[config.mk]
export PLATFORM = sky130hd
export DESIGN_NAME = trap_capture
export DESIGN_NICKNAME = d
export VERILOG_FILES = /design/src/rtl/trap_pkg.sv /design/src/rtl/trap_arbiter.sv /design/src/rtl/trap_status.sv /design/src/rtl/trap_cause.sv /design/src/rtl/trap_capture.sv
export SDC_FILE = /design/constraint.sdc
export NUM_CORES = 1
export LEC_CHECK = 0
export ABC_AREA = 1
export BUFFER_PORTS_ARGS = -buffer_cell sky130_fd_sc_hd__buf_2
export CORE_MARGIN = 2
export CORE_UTILIZATION = 45
export CTS_CLUSTER_DIAMETER = 60
export DETAILED_ROUTE_END_ITERATION = 10
export PLACE_DENSITY_LB_ADDON = 0.25
export SLEW_MARGIN = 30
export SYNTH_ARGS = -nofsm -noshare
export SYNTH_HDL_FRONTEND = slang
export SYNTH_SLANG_ARGS = --single-unit
[constraint.sdc]
create_clock -name clk -period 1.75 [get_ports clk]
set_input_delay 0.35 -clock clk [delete_from_list [all_inputs] [get_ports clk]]
set_output_delay 0.35 -clock clk [all_outputs]
set_load 0.02 [all_outputs]
[src/rtl/trap_pkg.sv]
package trap_pkg;
  localparam int NREQ = 7;
  localparam int CODEW = 5;

  // request index order is also priority order (0 = highest)
  localparam int RQ_FETCH = 0;
  localparam int RQ_RESV  = 1;
  localparam int RQ_OVF   = 2;
  localparam int RQ_LOAD  = 3;
  localparam int RQ_STORE = 4;
  localparam int RQ_SYS   = 5;
  localparam int RQ_BRK   = 6;

  typedef enum logic [CODEW-1:0] {
    TC_INT   = 5'd0,
    TC_ADR_L = 5'd4,
    TC_ADR_S = 5'd5,
    TC_SYS   = 5'd8,
    TC_BRK   = 5'd9,
    TC_RESV  = 5'd10,
    TC_OVF   = 5'd12
  } trap_code_e;

  function automatic trap_code_e code_of(input int idx);
    case (idx)
      RQ_FETCH: code_of = TC_ADR_L;
      RQ_RESV:  code_of = TC_RESV;
      RQ_OVF:   code_of = TC_OVF;
      RQ_LOAD:  code_of = TC_ADR_L;
      RQ_STORE: code_of = TC_ADR_S;
      RQ_SYS:   code_of = TC_SYS;
      default:  code_of = TC_BRK;
    endcase
  endfunction
endpackage

[src/rtl/trap_arbiter.sv]
module trap_arbiter
  import trap_pkg::*;
#(
  parameter int N = NREQ
) (
  input  logic [N-1:0]   req,
  input  logic           int_hit,
  output logic           valid,
  output trap_code_e     code
);
  always_comb begin
    valid = int_hit;
    code  = TC_INT;
    for (int i = N - 1; i >= 0; i--) begin
      if (req[i]) begin
        valid = 1'b1;
        code  = code_of(i);
      end
    end
  end
endmodule

[src/rtl/trap_status.sv]
module trap_status #(
  parameter int XLEN  = 32,
  parameter int MASKW = 8
) (
  input  logic             clk,
  input  logic             rst,
  input  logic             wr_en,
  input  logic [XLEN-1:0]  wdata,
  input  logic             eret,
  input  logic             take,
  output logic [MASKW-1:0] im_q,
  output logic             um_q,
  output logic             exl_q,
  output logic             ie_q
);
  localparam int IM_LO = 8;

  always_ff @(posedge clk) begin
    if (rst) begin
      im_q  <= '0;
      um_q  <= 1'b0;
      exl_q <= 1'b0;
      ie_q  <= 1'b0;
    end else begin
      if (wr_en) begin
        im_q  <= wdata[IM_LO +: MASKW];
        um_q  <= wdata[4];
        exl_q <= wdata[1];
        ie_q  <= wdata[0];
      end
      if (eret) exl_q <= 1'b0;
      if (take) exl_q <= 1'b1;
    end
  end

  p_take_sets_exl_r7: assert property (@(posedge clk) disable iff (rst)
    take |=> exl_q);
  p_eret_clears_r9: assert property (@(posedge clk) disable iff (rst)
    (eret && !take) |=> !exl_q);
endmodule

[src/rtl/trap_cause.sv]
module trap_cause
  import trap_pkg::*;
#(
  parameter int XLEN  = 32,
  parameter int MASKW = 8,
  parameter int NHW   = 6,
  parameter int INSN_BYTES = 4
) (
  input  logic             clk,
  input  logic             rst,
  input  logic [NHW-1:0]   irq,
  input  logic             take,
  input  trap_code_e       code_in,
  input  logic             in_delay,
  input  logic [XLEN-1:0]  fault_pc,
  output logic [MASKW-1:0] ip_q,
  output trap_code_e       code_q,
  output logic             bd_q,
  output logic [XLEN-1:0]  epc_q
);
  localparam int SWB = MASKW - NHW;

  logic [MASKW-1:0] ip_next;
  assign ip_next = MASKW'(irq) << SWB;

  always_ff @(posedge clk) begin
    if (rst) begin
      ip_q   <= '0;
      code_q <= TC_INT;
      bd_q   <= 1'b0;
      epc_q  <= '0;
    end else begin
      ip_q <= ip_next;
      if (take) begin
        code_q <= code_in;
        bd_q   <= in_delay;
        epc_q  <= in_delay ? fault_pc - XLEN'(INSN_BYTES) : fault_pc;
      end
    end
  end

  p_ip_tracks_r4: assert property (@(posedge clk) disable iff (rst)
    1'b1 |=> ip_q[MASKW-1:SWB] == $past(irq));
  p_bd_capture_r8: assert property (@(posedge clk) disable iff (rst)
    take |=> bd_q == $past(in_delay));
  p_epc_plain_r8: assert property (@(posedge clk) disable iff (rst)
    (take && !in_delay) |=> epc_q == $past(fault_pc));
endmodule

[src/rtl/trap_capture.sv]
module trap_capture
  import trap_pkg::*;
#(
  parameter int XLEN = 32,
  parameter int NHW  = 6
) (
  input  logic            clk,
  input  logic            rst,
  input  logic            req_fetch_adr,
  input  logic            req_resv,
  input  logic            req_ovf,
  input  logic            req_load_adr,
  input  logic            req_store_adr,
  input  logic            req_sys,
  input  logic            req_brk,
  input  logic [NHW-1:0]  irq,
  input  logic [XLEN-1:0] fault_pc,
  input  logic            in_delay,
  input  logic            st_wr,
  input  logic [XLEN-1:0] st_wdata,
  input  logic            eret,
  output logic            take_exc,
  output logic [XLEN-1:0] status_q,
  output logic [XLEN-1:0] cause_q,
  output logic [XLEN-1:0] epc_q
);
  localparam int MASKW = 8;
  localparam int ST_PAD = XLEN - 16;
  localparam int CA_PAD = XLEN - 17;

  logic [NREQ-1:0]  req;
  logic [MASKW-1:0] im, ip;
  logic             um, exl, ie, bd;
  logic             int_hit, take_d;
  trap_code_e       code_d, code;

  assign req[RQ_FETCH] = req_fetch_adr;
  assign req[RQ_RESV]  = req_resv;
  assign req[RQ_OVF]   = req_ovf;
  assign req[RQ_LOAD]  = req_load_adr;
  assign req[RQ_STORE] = req_store_adr;
  assign req[RQ_SYS]   = req_sys;
  assign req[RQ_BRK]   = req_brk;

  assign int_hit = (|(ip & im)) && ie && !exl;

  trap_arbiter #(.N(NREQ)) u_arb (
    .req(req), .int_hit(int_hit), .valid(take_d), .code(code_d)
  );

  trap_status #(.XLEN(XLEN), .MASKW(MASKW)) u_st (
    .clk(clk), .rst(rst), .wr_en(st_wr), .wdata(st_wdata), .eret(eret),
    .take(take_d), .im_q(im), .um_q(um), .exl_q(exl), .ie_q(ie)
  );

  trap_cause #(.XLEN(XLEN), .MASKW(MASKW), .NHW(NHW)) u_ca (
    .clk(clk), .rst(rst), .irq(irq), .take(take_d), .code_in(code_d),
    .in_delay(in_delay), .fault_pc(fault_pc), .ip_q(ip), .code_q(code),
    .bd_q(bd), .epc_q(epc_q)
  );

  always_ff @(posedge clk) begin
    if (rst) take_exc <= 1'b0;
    else     take_exc <= take_d;
  end

  assign status_q = {{ST_PAD{1'b0}}, im, 3'b000, um, 2'b00, exl, ie};
  assign cause_q  = {bd, {CA_PAD{1'b0}}, ip, 1'b0, code, 2'b00};

  p_int_gate_r5: assert property (@(posedge clk) disable iff (rst)
    (take_d && req == '0) |-> (ie && !exl));
  p_pulse_exl_r7: assert property (@(posedge clk) disable iff (rst)
    take_exc |-> exl);
  p_fetch_wins_r6: assert property (@(posedge clk) disable iff (rst)
    req_fetch_adr |=> (take_exc && code == TC_ADR_L));
endmodule

# After elaboration in Yosys (flattened, before gate mapping)
# Index checks and enable logic that the tools add are counted.
[word_totals]
ff_bits = 58
input_bits = 82
output_inout_bits = 97
word_cells = 35
[classes]
n_addsub = 1
mux = 18
n_bitwise = 1
n_reduce_logical = 5
[op_table]
columns = ["op", "count"]
rows = [
  ["32-bit 2-to-1 mux", 1],
  ["32-bit by 3-bit subtractor with 32-bit output, second input constant", 1],
  ["4-bit 2-to-1 mux", 7],
  ["1-bit 2-to-1 mux", 10],
  ["8-bit AND", 1],
  ["8-bit OR reduction", 1],
  ["3-bit nonzero test", 1],
  ["1-bit logical AND", 2],
  ["1-bit logical NOT", 1],
]

# Longest topological paths before layout
[depth]
word_depth = 12
mapped_depth = 12
depth_no_buf = 11

# By module
# Synthesis repeated with hierarchy kept, for this count alone.
[hier_totals]
hier_cells = 492
hier_area_um2 = 3358.2
[by_module_without_submodules]
columns = ["module", "n_inst", "cells_each", "area_per_inst_um2", "seq_area_each_um2"]
rows = [
  ["trap_cause", 1, 355, 2429.8, 880.8],
  ["trap_capture", 1, 64, 419.2, 20.0],
  ["trap_status", 1, 53, 409.1, 220.2],
  ["trap_arbiter", 1, 20, 100.1, 0.0],
]

# Least setup slack after synthesis
# OpenSTA, ideal clock, no wires.
[synth_path]
kind = "input-to-reg"
from = "in fault_pc[2]"
to = "reg u_ca.epc_q[28]"
setup_ns = 0.109
arrival_time_ns = 1.403
required_ns = 1.641
path_slack_ns = 0.239
cell_stages = 12
path_buffers = 1
cell_sequence = "inv_1 > ha_1 > nand3_2 > nor2_4 > nand2_2 > nor2_4 > buf_6 > nand3_1 > nand2_1 > nand3_1 > nand2_1 > inv_1"
[synth_via]
elab_chain_len = 2
[synth_lines]
columns = ["item", "line", "rtl"]
rows = [
  ["from (decl)", "trap_capture.sv:17", "input logic [XLEN-1:0] fault_pc,"],
  ["32-bit by 3-bit subtractor with 32-bit output", "trap_cause.sv:37", "epc_q <= in_delay ? fault_pc - XLEN'(INSN_BYTES) : fault_pc;"],
  ["32-bit 2-to-1 mux", "trap_cause.sv:37", ""],
  ["to (signal assigned)", "trap_cause.sv:37", ""],
  ["to (decl)", "trap_cause.sv:19", "output logic [XLEN-1:0] epc_q"],
]
# Every way passes these cells.
# A chain may end at the register's enable or synchronous reset.

# Final worst setup path
[layout_path]
from = "reg u_st.im_q[2]"
to = "reg u_ca.epc_q[29]"
[layout_via]
elab_chain_len = 11
[layout_lines]
columns = ["item", "line", "rtl"]
rows = [
  ["from (decl)", "trap_status.sv:11", "output logic [MASKW-1:0] im_q,"],
  ["from (signal assigned)", "trap_status.sv:26", "im_q <= wdata[IM_LO +: MASKW];"],
  ["8-bit AND", "trap_capture.sv:45", "assign int_hit = (|(ip & im)) && ie && !exl;"],
  ["8-bit OR reduction", "trap_capture.sv:45", ""],
  ["1-bit logical AND (2 in series)", "trap_capture.sv:45", ""],
  ["1-bit 2-to-1 mux (7 in series)", "trap_arbiter.sv:15", "if (req[i]) begin"],
]
# Every way passes these cells.

==> qor.txt <==
status: finished, final reports clean
EDFF count, synth: 0
crit path DAT: 1.78 ns
Avg Cell Area, Syn: 6.58 µm²
antenna-violating nets left: 0
post-synthesis xor/xnor area fraction: 2.78%
Final GP Congestion: 0.936
largest family of logic cells by synthesized area: simple AND/OR/NAND/NOR gates
DRC: 0
routed wl met3: 408 µm
switching share of power: 30.4%
row count: 30
wire length on met2: 3570 µm
GRT Total Usage: 19.2%
Max-cap violations: 0
Hold Path Stages: 2
ys flop type: dfxtp_1
first-pass GRT wire length: 12,100 µm
clk sink count: 55
initial core utilization: 46.3%
I/O pin count: 179
crit end category: flip-flop
antenna violations before repair: 0
largest cells by area after synthesis: dfxtp_1 35%, buf_4 11%, nor2_1 11%
Final Hold Viols: 0
layout cells sized above 1: 25.1%
FF-to-FF End: u_ca.epc_q[29]
Comb power frac: 20.9%
commonest cells after routing, fill and taps aside: 115 x buf_2, 91 x nor2_1, 84 x nand2_1, 55 x dfxtp_1, 49 x inv_1
placed insts: 678
CP Max Fanout: 63
slowest stage cell, crit path: dfxtp_1
per-cell routed wire length: 10.8 µm
DR top layer: met4
register area share after synthesis: 35.0%
Fin Setup TNS: 0 ns
Final Slew Violations: 0
Clock Path Buffers: 2
wirelength, routed: 7380 µm
mux cell area share after synthesis: 0%
CP startpoint kind: flip-flop
Core ar.: 6790 µm²
Final Skew: 0.00839 ns
Sequential Power Share: 48.7%
hpwl dp: 5820 µm
fin crit period: 1.58 ns
Worst Path Class, Setup: flip-flop to flip-flop
post-synth top area cell: dfxtp_1
global route overflow: 0
final std cells w/o fill: 686
Req. time, crit path: 1.95 ns
Die Y: 87.6 µm
DR vias/cell: 4.59
post-synthesis adder-cell area fraction: 0.398%
R2R Setup Slk: 0.17 ns
post-CTS repair timing setup buffer count: 0
FF-to-FF path depth: 7
fillers: 671
Final setup viols: 0
met1 WL: 3330 µm
clk slew on worst S/H paths: 0.10 ns
Skew-Pair Late Insertion Delay: 0.31 ns
hold path endpoint: u_st.exl_q
TritonCTS buffer count: 5
# diodes: 0
top-area cell type share of the netlist area: 35.0%
cts hold-fix bufs: 0
delay-heaviest family, CP: compound AO/OA/AOI/OAI gates
Yosys reg bits: 55
Leakage: 2.05 nW
Switch Pwr: 0.853 mW
Area growth syn-to-layout: 20.2%
clock power share: 30.5%
Internal: 1.95 mW
worst path cell trace: nand2_1 > nand3_1 > o21ai_1 > nand3_2 > buf_12 > o21ai_0 > a21oi_1
Synth Area in Compound Gates: 11.5%
vias in the first global route: 2,817
RSZ-0062 raised after global routing: false
Simple-Gate Fraction of Synth Area: 30.4%
DIE AREA: 7670 µm²
TritonCTS clock tree: built
Post-Syn Instances: 478
count of different cell masters after synthesis: 29
CTS Root Cell: clkbuf_8
Synth async-reset ratio: 0%
most common cell after layout, fill and taps aside: buf_2
Iter 0 DRT Violations: 131
Vias: 3,150
Ys Warns: 0
IO Port Bufs: 115
min-delay worst type: primary input to flip-flop
hold wc startpoint: eret
fmax: 632 MHz
Crit path largest cell delay: 0.34 ns
cts repair resizes: 0
Reg-to-Reg Start: u_st.im_q[2]
H-tree Lvls: 2
synthesized area: 3150 µm²
Buf/Inv on CP: 1
NumNets Final: 672
Worst VDD drop: 0.000397 V
largest net degree at the start of global routing: 64
Die W: 87.6 µm
Pwr per Cell Area: 741 nW/µm²
Initial DRT Pass Iterations: 4
final worst path period share: 90.4%
metal layers:
layer	global-route usage, %	vias up
met5	0	-
met2	31.9	106
met1	25.0	1412
met4	5.87	0
met3	3.96	7
li1	-	1625
state kept, by name, indices dropped and copies added, names as in the netlist:
signal / cells
u_st.exl_q: 1
take_exc: 1
u_st.im_q: 8
u_ca.code_q: 4
u_st.um_q: 1
u_ca.epc_q: 32
u_st.ie_q: 1
u_ca.bd_q: 1
u_ca.ip_q: 6
through the flow:
step | cell area (µm²) | utilization, % | power [mW] | hold slack [ns] | worst slack [ns]
floorplan | 3300 | - | 1.84 | 0.450 | 0.239
detailed placement | 3670 | 54.0 | 1.98 | 0.472 | 0.00241
finish | 3780 | 55.7 | 2.80 | 0.224 | 0.168
CTS | 3780 | 55.7 | 2.84 | 0.209 | 0.155
global route | 3780 | 55.7 | 2.97 | 0.200 | 0.0104
global placement | 3670 | 54.0 | 1.97 | 0.458 | 0.0630
area by class of cell:
class                   instances  area, µm²  area share, %
well taps                      96        120           3.18
inverters                      57        214           5.66
multi-input cells             347       1570           41.6
repair buffers                123        661           17.5
flip-flops and latches         55       1100           29.1
clock inverters                 2       38.8           1.03
clock buffers                   6       72.6           1.92
Yosys cell counts, types with 2 or more instances:
| master | instances |
|---|---|
| buf_2 | 4 |
| nor3_1 | 2 |
| nand2_2 | 2 |
| xnor2_1 | 2 |
| nand4_1 | 8 |
| nand3_1 | 25 |
| dfxtp_1 | 55 |
| nor2_2 | 2 |
| nor2_4 | 4 |
| buf_4 | 46 |
| inv_2 | 7 |
| o21ai_0 | 17 |
| inv_1 | 49 |
| xor2_1 | 8 |
| clkbuf_1 | 8 |
| nand2_1 | 84 |
| nand3_2 | 3 |
| o21ai_1 | 25 |
| nor2_1 | 91 |
| a21oi_1 | 27 |
how the worst max path moves through the flow:
| stage | startpoint | endpoint | slack [ns] | cells after the start |
|---|---|---|---|---|
| after global placement | fault_pc[2] | u_ca.epc_q[30] | 0.06 | 12 |
| after floorplan | fault_pc[2] | u_ca.epc_q[28] | 0.24 | 12 |
| after global routing | u_st.im_q[2] | u_ca.epc_q[29] | 0.01 | 7 |
| after CTS | u_st.im_q[2] | u_ca.epc_q[29] | 0.16 | 7 |
| after detailed placement | fault_pc[2] | u_ca.epc_q[28] | 0.002 | 12 |
| final | u_st.im_q[2] | u_ca.epc_q[29] | 0.17 | 7 |
worst register-to-register path: stages (launching register included):
cell	delay, ns
dfxtp_1	0.34
nand2_1	0.06
nand3_1	0.09
o21ai_1	0.32
nand3_2	0.17
buf_12	0.23
o21ai_0	0.22
a21oi_1	0.05
kinds of logic after synthesis:
kind of cell	Yosys count
flip-flops	55
adder cells (fa/ha/maj)	1
buffers and inverters	117
AO/OA/AOI/OAI	71
other	1
XOR/XNOR	10
AND/OR/NAND/NOR	223
power by group through the flow:
| stage | Sequential, mW | Clock, mW | Combinational (mW) |
|---|---|---|---|
| CTS | 1.37 | 0.892 | 0.586 |
| finish | 1.36 | 0.854 | 0.584 |
| global placement | 1.39 | 0 | 0.576 |
| global route | 1.38 | 0.940 | 0.650 |
| floorplan | 1.48 | 0 | 0.360 |
| detailed placement | 1.39 | 0 | 0.584 |
No activity file was read; power rests on OpenSTA's default activity.
